<file path="src/rtl/smbh_pkg.sv">
package smbh_pkg;

    localparam int BYTE_W   = 8;
    localparam int DEC_W    = 6;
    localparam int PROT_W   = 3;
    localparam int TGT_W    = 7;

    localparam logic [DEC_W-1:0] OFS_STAT = 6'h00;
    localparam logic [DEC_W-1:0] OFS_CTRL = 6'h02;
    localparam logic [DEC_W-1:0] OFS_CMD  = 6'h03;
    localparam logic [DEC_W-1:0] OFS_TGT  = 6'h04;
    localparam logic [DEC_W-1:0] OFS_D0   = 6'h05;
    localparam logic [DEC_W-1:0] OFS_D1   = 6'h06;
    localparam logic [DEC_W-1:0] OFS_BLK  = 6'h07;

    localparam int CTRL_GO_BIT = 6;

    localparam logic [PROT_W-1:0] PROT_QUICK = 3'd0;
    localparam logic [PROT_W-1:0] PROT_BYTE  = 3'd1;
    localparam logic [PROT_W-1:0] PROT_BDATA = 3'd2;
    localparam logic [PROT_W-1:0] PROT_WDATA = 3'd3;
    localparam logic [PROT_W-1:0] PROT_BLOCK = 3'd5;

    typedef enum logic {
        ST_IDLE = 1'b0,
        ST_WAIT = 1'b1
    } seq_state_t;

    typedef struct packed {
        logic [PROT_W-1:0] prot;
        logic              rw;
        logic [TGT_W-1:0]  tgt;
        logic [BYTE_W-1:0] cmd;
        logic [BYTE_W-1:0] d0;
        logic [BYTE_W-1:0] d1;
    } xfer_req_t;

    function automatic logic prot_supported(input logic [PROT_W-1:0] p);
        return (p == PROT_QUICK) || (p == PROT_BYTE) || (p == PROT_BDATA) ||
               (p == PROT_WDATA) || (p == PROT_BLOCK);
    endfunction

endpackage

</file>
<file path="src/rtl/smbh_ctrl_fsm.sv">
module smbh_ctrl_fsm
    import smbh_pkg::*;
(
    input  logic      clk,
    input  logic      rst_n,
    input  logic      launch,
    input  xfer_req_t launch_req,
    input  logic      stat_clr,
    input  logic      eng_done,
    input  logic      eng_err,
    output logic      eng_req,
    output xfer_req_t req_q,
    output logic      busy,
    output logic      done_flag,
    output logic      err_flag,
    output logic      result_we
);

    seq_state_t state_q, state_d;

    logic code_ok;
    logic in_idle;
    logic go;
    logic reject;
    logic finish;

    assign code_ok = prot_supported(launch_req.prot);
    assign in_idle = (state_q == ST_IDLE);
    assign go      = launch && in_idle && code_ok;
    assign reject  = launch && in_idle && !code_ok;
    assign finish  = (state_q == ST_WAIT) && eng_done;

    // Next-state selection: GO, REJECT (stay), FINISH.
    always_comb begin
        state_d = state_q;
        unique case (state_q)
            ST_IDLE: if (go)     state_d = ST_WAIT;
            ST_WAIT: if (finish) state_d = ST_IDLE;
            default:             state_d = ST_IDLE;
        endcase
    end

    always_ff @(posedge clk or negedge rst_n) begin
        if (!rst_n) state_q <= ST_IDLE;
        else        state_q <= state_d;
    end

    // Outputs decoded from the state.
    always_comb begin
        eng_req   = 1'b0;
        busy      = 1'b0;
        result_we = 1'b0;
        unique case (state_q)
            ST_IDLE: begin
                eng_req = 1'b0;
                busy    = 1'b0;
            end
            ST_WAIT: begin
                eng_req   = 1'b1;
                busy      = 1'b1;
                result_we = eng_done && !eng_err && req_q.rw;
            end
            default: ;
        endcase
    end

    // Request snapshot, taken only on GO.
    always_ff @(posedge clk or negedge rst_n) begin
        if (!rst_n)  req_q <= '0;
        else if (go) req_q <= launch_req;
    end

    // Sticky status flags: setting beats a software clear.
    always_ff @(posedge clk or negedge rst_n) begin
        if (!rst_n) begin
            done_flag <= 1'b0;
            err_flag  <= 1'b0;
        end else begin
            if (finish)        done_flag <= 1'b1;
            else if (stat_clr) done_flag <= 1'b0;

            if ((finish && eng_err) || reject) err_flag <= 1'b1;
            else if (stat_clr)                 err_flag <= 1'b0;
        end
    end

endmodule

</file>
<file path="src/rtl/smbh_data_regs.sv">
module smbh_data_regs
    import smbh_pkg::*;
(
    input  logic              clk,
    input  logic              rst_n,
    input  logic              we_cmd,
    input  logic              we_tgt,
    input  logic              we_d0,
    input  logic              we_d1,
    input  logic [BYTE_W-1:0] wdata,
    input  logic              result_we,
    input  logic [PROT_W-1:0] result_prot,
    input  logic [2*BYTE_W-1:0] result_data,
    output logic [BYTE_W-1:0] cmd_q,
    output logic [BYTE_W-1:0] tgt_q,
    output logic [BYTE_W-1:0] d0_q,
    output logic [BYTE_W-1:0] d1_q
);

    logic load_lo;
    logic load_hi;

    assign load_lo = result_we && (result_prot != PROT_QUICK);
    assign load_hi = result_we && (result_prot == PROT_WDATA);

    always_ff @(posedge clk or negedge rst_n) begin
        if (!rst_n) begin
            cmd_q <= '0;
            tgt_q <= '0;
        end else begin
            if (we_cmd) cmd_q <= wdata;
            if (we_tgt) tgt_q <= wdata;
        end
    end

    // Engine results take priority over a software write in the same cycle.
    always_ff @(posedge clk or negedge rst_n) begin
        if (!rst_n) begin
            d0_q <= '0;
            d1_q <= '0;
        end else begin
            if (load_lo)    d0_q <= result_data[BYTE_W-1:0];
            else if (we_d0) d0_q <= wdata;

            if (load_hi)    d1_q <= result_data[2*BYTE_W-1:BYTE_W];
            else if (we_d1) d1_q <= wdata;
        end
    end

endmodule

</file>
<file path="src/rtl/smbh_block_buf.sv">
module smbh_block_buf
    import smbh_pkg::*;
#(
    parameter int DEPTH = 32,
    localparam int IDX_W = $clog2(DEPTH)
) (
    input  logic              clk,
    input  logic              rst_n,
    input  logic              sw_wr,
    input  logic              sw_rd,
    input  logic              idx_clr,
    input  logic [BYTE_W-1:0] sw_wdata,
    output logic [BYTE_W-1:0] sw_rdata,
    input  logic [IDX_W-1:0]  eng_idx,
    input  logic              eng_we,
    input  logic [BYTE_W-1:0] eng_wdata,
    output logic [BYTE_W-1:0] eng_rdata
);

    localparam logic [IDX_W-1:0] LAST_IDX = IDX_W'(DEPTH - 1);

    logic [IDX_W-1:0]  idx_q;
    logic [BYTE_W-1:0] entry [DEPTH];

    for (genvar g = 0; g < DEPTH; g++) begin : g_entry
        logic [BYTE_W-1:0] cell_q;
        logic eng_hit;
        logic sw_hit;
        assign eng_hit = eng_we && (eng_idx == IDX_W'(g));
        assign sw_hit  = sw_wr && (idx_q == IDX_W'(g));
        always_ff @(posedge clk or negedge rst_n) begin
            if (!rst_n)       cell_q <= '0;
            else if (eng_hit) cell_q <= eng_wdata;
            else if (sw_hit)  cell_q <= sw_wdata;
        end
        assign entry[g] = cell_q;
    end

    always_ff @(posedge clk or negedge rst_n) begin
        if (!rst_n)               idx_q <= '0;
        else if (idx_clr)         idx_q <= '0;
        else if (sw_wr || sw_rd)  idx_q <= (idx_q == LAST_IDX) ? '0 : idx_q + 1'b1;
    end

    assign sw_rdata  = entry[idx_q];
    assign eng_rdata = entry[eng_idx];

endmodule

</file>
<file path="src/rtl/smbus_host_regs.sv">
module smbus_host_regs
    import smbh_pkg::*;
#(
    parameter int BUF_DEPTH = 32,
    localparam int IDX_W = $clog2(BUF_DEPTH)
) (
    input  logic                clk,
    input  logic                rst_n,
    input  logic                reg_wr,
    input  logic                reg_rd,
    input  logic [7:0]          reg_addr,
    input  logic [BYTE_W-1:0]   reg_wdata,
    output logic [BYTE_W-1:0]   reg_rdata,
    output logic                eng_req,
    output logic [PROT_W-1:0]   eng_prot,
    output logic                eng_rw,
    output logic [TGT_W-1:0]    eng_addr,
    output logic [BYTE_W-1:0]   eng_cmd,
    output logic [2*BYTE_W-1:0] eng_wdata,
    input  logic                eng_done,
    input  logic                eng_err,
    input  logic [2*BYTE_W-1:0] eng_rdata,
    input  logic [IDX_W-1:0]    eng_buf_idx,
    input  logic                eng_buf_we,
    input  logic [BYTE_W-1:0]   eng_buf_wdata,
    output logic [BYTE_W-1:0]   eng_buf_rdata
);

    logic [DEC_W-1:0]  ofs;
    logic              rd_only;
    logic [BYTE_W-1:0] ctl_q;
    logic [BYTE_W-1:0] cmd_q, tgt_q, d0_q, d1_q;
    logic [BYTE_W-1:0] blk_rdata;
    logic              busy, done_flag, err_flag, result_we;
    logic              launch, stat_clr, idx_clr;
    xfer_req_t         launch_req;
    xfer_req_t         req_q;

    assign ofs      = reg_addr[DEC_W-1:0];
    assign rd_only  = reg_rd && !reg_wr;
    assign launch   = reg_wr && (ofs == OFS_CTRL) && reg_wdata[CTRL_GO_BIT];
    assign stat_clr = reg_wr && (ofs == OFS_STAT);
    assign idx_clr  = stat_clr || (rd_only && (ofs == OFS_CTRL));

    always_ff @(posedge clk or negedge rst_n) begin
        if (!rst_n)                        ctl_q <= '0;
        else if (reg_wr && ofs == OFS_CTRL) ctl_q <= reg_wdata;
    end

    always_comb begin
        launch_req      = '0;
        launch_req.prot = reg_wdata[4:2];
        launch_req.rw   = tgt_q[0];
        launch_req.tgt  = tgt_q[BYTE_W-1:1];
        launch_req.cmd  = cmd_q;
        launch_req.d0   = d0_q;
        launch_req.d1   = d1_q;
    end

    smbh_ctrl_fsm u_fsm (
        .clk        (clk),
        .rst_n      (rst_n),
        .launch     (launch),
        .launch_req (launch_req),
        .stat_clr   (stat_clr),
        .eng_done   (eng_done),
        .eng_err    (eng_err),
        .eng_req    (eng_req),
        .req_q      (req_q),
        .busy       (busy),
        .done_flag  (done_flag),
        .err_flag   (err_flag),
        .result_we  (result_we)
    );

    smbh_data_regs u_data (
        .clk         (clk),
        .rst_n       (rst_n),
        .we_cmd      (reg_wr && ofs == OFS_CMD),
        .we_tgt      (reg_wr && ofs == OFS_TGT),
        .we_d0       (reg_wr && ofs == OFS_D0),
        .we_d1       (reg_wr && ofs == OFS_D1),
        .wdata       (reg_wdata),
        .result_we   (result_we),
        .result_prot (req_q.prot),
        .result_data (eng_rdata),
        .cmd_q       (cmd_q),
        .tgt_q       (tgt_q),
        .d0_q        (d0_q),
        .d1_q        (d1_q)
    );

    smbh_block_buf #(.DEPTH(BUF_DEPTH)) u_buf (
        .clk       (clk),
        .rst_n     (rst_n),
        .sw_wr     (reg_wr && ofs == OFS_BLK),
        .sw_rd     (rd_only && ofs == OFS_BLK),
        .idx_clr   (idx_clr),
        .sw_wdata  (reg_wdata),
        .sw_rdata  (blk_rdata),
        .eng_idx   (eng_buf_idx),
        .eng_we    (eng_buf_we),
        .eng_wdata (eng_buf_wdata),
        .eng_rdata (eng_buf_rdata)
    );

    assign eng_prot  = req_q.prot;
    assign eng_rw    = req_q.rw;
    assign eng_addr  = req_q.tgt;
    assign eng_cmd   = req_q.cmd;
    assign eng_wdata = {req_q.d1, req_q.d0};

    always_comb begin
        unique case (ofs)
            OFS_STAT: reg_rdata = {5'b0, err_flag, done_flag, busy};
            OFS_CTRL: reg_rdata = {3'b0, ctl_q[4:0]};
            OFS_CMD:  reg_rdata = cmd_q;
            OFS_TGT:  reg_rdata = tgt_q;
            OFS_D0:   reg_rdata = d0_q;
            OFS_D1:   reg_rdata = d1_q;
            OFS_BLK:  reg_rdata = blk_rdata;
            default:  reg_rdata = '0;
        endcase
    end

endmodule

</file>
<file path="config.mk">
export PLATFORM = sky130hd
export DESIGN_NAME = smbus_host_regs
export DESIGN_NICKNAME = d
export VERILOG_FILES = /design/src/rtl/smbh_pkg.sv /design/src/rtl/smbh_ctrl_fsm.sv /design/src/rtl/smbh_data_regs.sv /design/src/rtl/smbh_block_buf.sv /design/src/rtl/smbus_host_regs.sv
export SDC_FILE = /design/constraint.sdc
export NUM_CORES = 1
export LEC_CHECK = 0
export BUFFER_PORTS_ARGS = -buffer_cell sky130_fd_sc_hd__clkbuf_2
export CAP_MARGIN = 20
export CORE_MARGIN = 1
export CORE_UTILIZATION = 40
export DETAILED_ROUTE_END_ITERATION = 8
export GPL_TIMING_DRIVEN = 0
export SLEW_MARGIN = 0
export SYNTH_ARGS = -nofsm -noshare
export SYNTH_HDL_FRONTEND = slang
export SYNTH_HIERARCHICAL = 1
export SYNTH_SLANG_ARGS = --single-unit
</file>
<file path="constraint.sdc">
create_clock -name clk -period 3.2 [get_ports clk]
set_input_delay 0.16 -clock clk [delete_from_list [all_inputs] [get_ports clk]]
set_output_delay 0.16 -clock clk [all_outputs]
set_load 0.02 [all_outputs]
</file>
==> impl_metrics.py <==
metrics = {
    "status": {
        "outcome": "finished, violations left",
        "violations": "setup timing",
    },
    "timing": {
        "setup_slack_ns": -0.445,
        "drv_slew": 0,
        "rsz0062_at_grt": "yes",
        "fin_crit_sh": 1.14,
        "worstMarginPinSlew_ns": 1.19,
        "period_minus_slack_ns": 3.64,
        "hold_viol": 0,
        "skew_ns": 0.0246,
        "finalSetupViolCount": 8,
        "fmax_ghz": 0.274,
        "timing.slew.headroom": 0.209,
    },
    "grt": {
        "globalRouteOverflowTotal": 0,
        "grt_use_total": 0.353,
        "antenna_found_initial": 3,
        "grt_max_degree": 103,
        "first_global_vias": 16900,
        "grt_pass1_wl_um": 127000,
    },
    "detailed_routing": {
        "routed_via_density": 6.34,
        "wl_per_cell_um": 32.4,
        "met2_length_um": 40300,
        "top_layer": "met5",
        "drt_wl_total_um": 91300,
        "vias": 17900,
        "drc_errors": 0,
        "drt-met1-wl_um": 36700,
        "met3_length_um": 8490,
        "drtIter0Drc": 2173,
        "postRouteAntennaNets": 0,
        "firstDrtPassIters": 6,
    },
    "synthesis": {
        "synth.most_common_cell": "mux2i_1",
        "syn_inst": 1917,
        "synth_top_area_frac": 0.415,
        "yosysSeqAreaShare": 0.415,
        "yosys_register_bits": 336,
        "synth_top_cell_by_area": "dfrtp_1",
        "synth_warnings": 6,
        "synth_top_flop_cell": "dfrtp_1",
        "yosys-top-cells-area": "dfrtp_1 (42%), mux2i_1 (18%), mux4_2 (9.3%)",
        "synthArstFlopShare": 1.00,
        "netlist_area_um2": 20300,
        "synth_nets": 1975,
        "syn-mean-instance-area_um2": 10.6,
        "synthTopCellsByCount": "mux2i_1 (368), dfrtp_1 (336), nand2_1 (219)",
        "synth-edff-count": 0,
        "synth.distinct_cells": 66,
    },
    "final_layout": {
        "nFillCells": 4700,
        "diodes": 0,
        "drive_above_1_share": 0.244,
        "layout.nets": 2177,
        "areaGrowthSynthToFinish_pct": 19.7,
        "multiInputGateArea_um2": 11400,
        "register_area_um2": 8410,
        "design_area_um2": 24200,
    },
    "setup_path": {
        "slowest_stage": "mux4_2",
        "crit_buf_inv": 5,
        "worst_ep_arrival_time_ns": 3.48,
        "r2r_end": "u_buf/g_entry[17].cell_q[1]$_DFFE_PN0P_",
        "endpoint_kind": "primary output",
        "worstPathMaxFanout": 6,
        "path_class": "register to primary output",
        "critPathTopFamily": "multiplexers",
        "crit-reg2reg-launch": "u_buf/idx_q[1]$_DFFE_PN0P_",
        "start_kind": "register",
        "critPathRequiredTime_ns": 3.04,
        "cp_num_cells": 10,
        "r2r_setup_slack_ns": 0.03,
        "max_stage_delay_ns": 0.49,
        "ff2ff_path_depth": 10,
        "crit_chain": "buf_8 -> buf_12 -> buf_16 -> buf_12 -> mux4_2 -> a2111oi_4 -> nor2_2 -> mux4_2 -> a32o_2 -> buf_8",
    },
    "floorplan": {
        "die_x_um": 227,
        "io_pins": 104,
        "initial_core_util": 0.405,
        "fp.dieH_um": 227,
        "num_rows": 82,
        "die_area_um2": 51500,
        "core_area_um2": 50100,
    },
    "min_path": {
        "worstHoldStart": "reg_rd",
        "worstHoldPathType": "input pin to register",
        "min_path_cells": 4,
        "hold_path_end": "u_buf/idx_q[4]$_DFFE_PN0P_",
    },
    "pwr": {
        "power.leakage_nw": 11.8,
        "powerDensity_nw_per_um2": 596,
        "ir_worst_vdd_mv": 0.360,
        "total_power_mw": 14.5,
    },
    "placement": {
        "gp_congestion": 1.02,
        "portBuffers": 98,
        "dp_slack_ns": -0.787,
        "placed_area_um2": 21800,
        "dpl.hpwl_um": 67700,
    },
    "clocking": {
        "clk_path_buf_depth": 3,
        "clk_pin_slew_ns": 0.06,
        "clkLatencyLatePin_ns": 0.59,
        "cts_tree": "built",
        "clock_sinks": 336,
        "cts_buffers": 41,
        "root_buffer": "clkbuf_16",
        "htreeDepth": 2,
    },
    "run": {
        "drv_cap": 0,
    },
}
## worst min-delay path, cell delays in order
cell and delay, ns:
clkbuf_2 0.10, nand3b_1 0.10, a2111oi_2 0.13, nor2_1 0.11
## cell families after synthesis
family,synth area share
flip-flops,0.415
adder cells (fa/ha/maj),0.00371
multiplexers,0.327
buffers and inverters,0.0416
AO/OA/AOI/OAI,0.114
AND/OR/NAND/NOR,0.0982
## layout by cell type (no fill, tap or decap), types with 41 or more instances in the layout
cell type | Yosys | layout
a21oi_1 | 156 | 146
dfrtp_1 | 336 | 335
buf_2 | 43 | 41
o21ai_1 | 114 | 114
clkbuf_2 | 1 | 94
mux4_2 | 84 | 84
clkbuf_16 | 0 | 42
nor2_1 | 176 | 173
mux2i_1 | 368 | 360
clkbuf_1 | 83 | 84
mux2_2 | 89 | 86
nand2_1 | 219 | 213
## report_power, final
part	total, mW	internal, mW	switching, mW	leakage [nW]
Sequential	6.03	5.03	0.994	4.27
Clock	4.65	2.70	1.94	0.652
Combinational	3.78	1.71	2.07	6.84
Total	14.5	9.45	5.01	11.8
## sequential cells by signal, indices dropped and copies added, names as in the netlist
name and flops:
u_data/d0_q 8, ctl_q 5, u_data/tgt_q 8, u_data/d1_q 8, u_fsm/state_q 1, u_fsm/req_q 35
u_buf/idx_q 5, u_fsm/done_flag 1, u_data/cmd_q 8, u_fsm/err_flag 1, u_buf/g_entry.cell_q 256
## through the flow
step | utilization | hold slack, ns | setup TNS [ns] | instances
2_1_floorplan | - | -0.136 | 0 | 1917
3_3_place_gp | 0.431 | 0.396 | -1861.58 | 2687
3_5_place_dp | 0.436 | 0.219 | -3.46 | 2699
4_1_cts | 0.478 | 0.0185 | -2.34 | 2807
5_1_grt | 0.484 | 0.0789 | -2.95 | 2821
6_report | 0.484 | 0.0470 | -2.65 | 2821
## routing by layer
metal  vias up  global-route usage
li1       7425                   -
met1      9061               0.473
met2      1103               0.531
met3       285              0.0731
met4         4               0.202
met5         -                   0
## worst max path at each step
stage / from / endpoint
3_3_place_gp: rst_n / u_buf/g_entry[22].cell_q[3]$_DFFE_PN0P_
5_1_grt: u_buf/idx_q[1]$_DFFE_PN0P_ / reg_rdata[6]
2_1_floorplan: u_buf/idx_q[1]$_DFFE_PN0P_ / reg_rdata[6]
6_report: u_buf/idx_q[1]$_DFFE_PN0P_ / reg_rdata[6]
4_1_cts: u_buf/idx_q[1]$_DFFE_PN0P_ / reg_rdata[6]
3_5_place_dp: u_buf/idx_q[0]$_DFFE_PN0P_ / reg_rdata[4]
## cell type report
type / instances / share of cell area
clock buffer: 62 / 0.0501
clock inverter: 11 / 0.00449
inverter: 10 / 0.00155
tap: 672 / 0.0347
buffer: 154 / 0.0386
multi-input combinational: 1416 / 0.471
timing repair buffer: 160 / 0.0527
sequential: 336 / 0.347
## repair_timing
action                                  CTS  global route
setup buffers                             7            14
hold endpoints to repair                106             0
gates resized for setup                  97            45
endpoints found under the setup margin    8            43
pin swaps                                23            20
hold buffers                             28             0
gates cloned                              0             0
(Power assumes the default switching activity.)
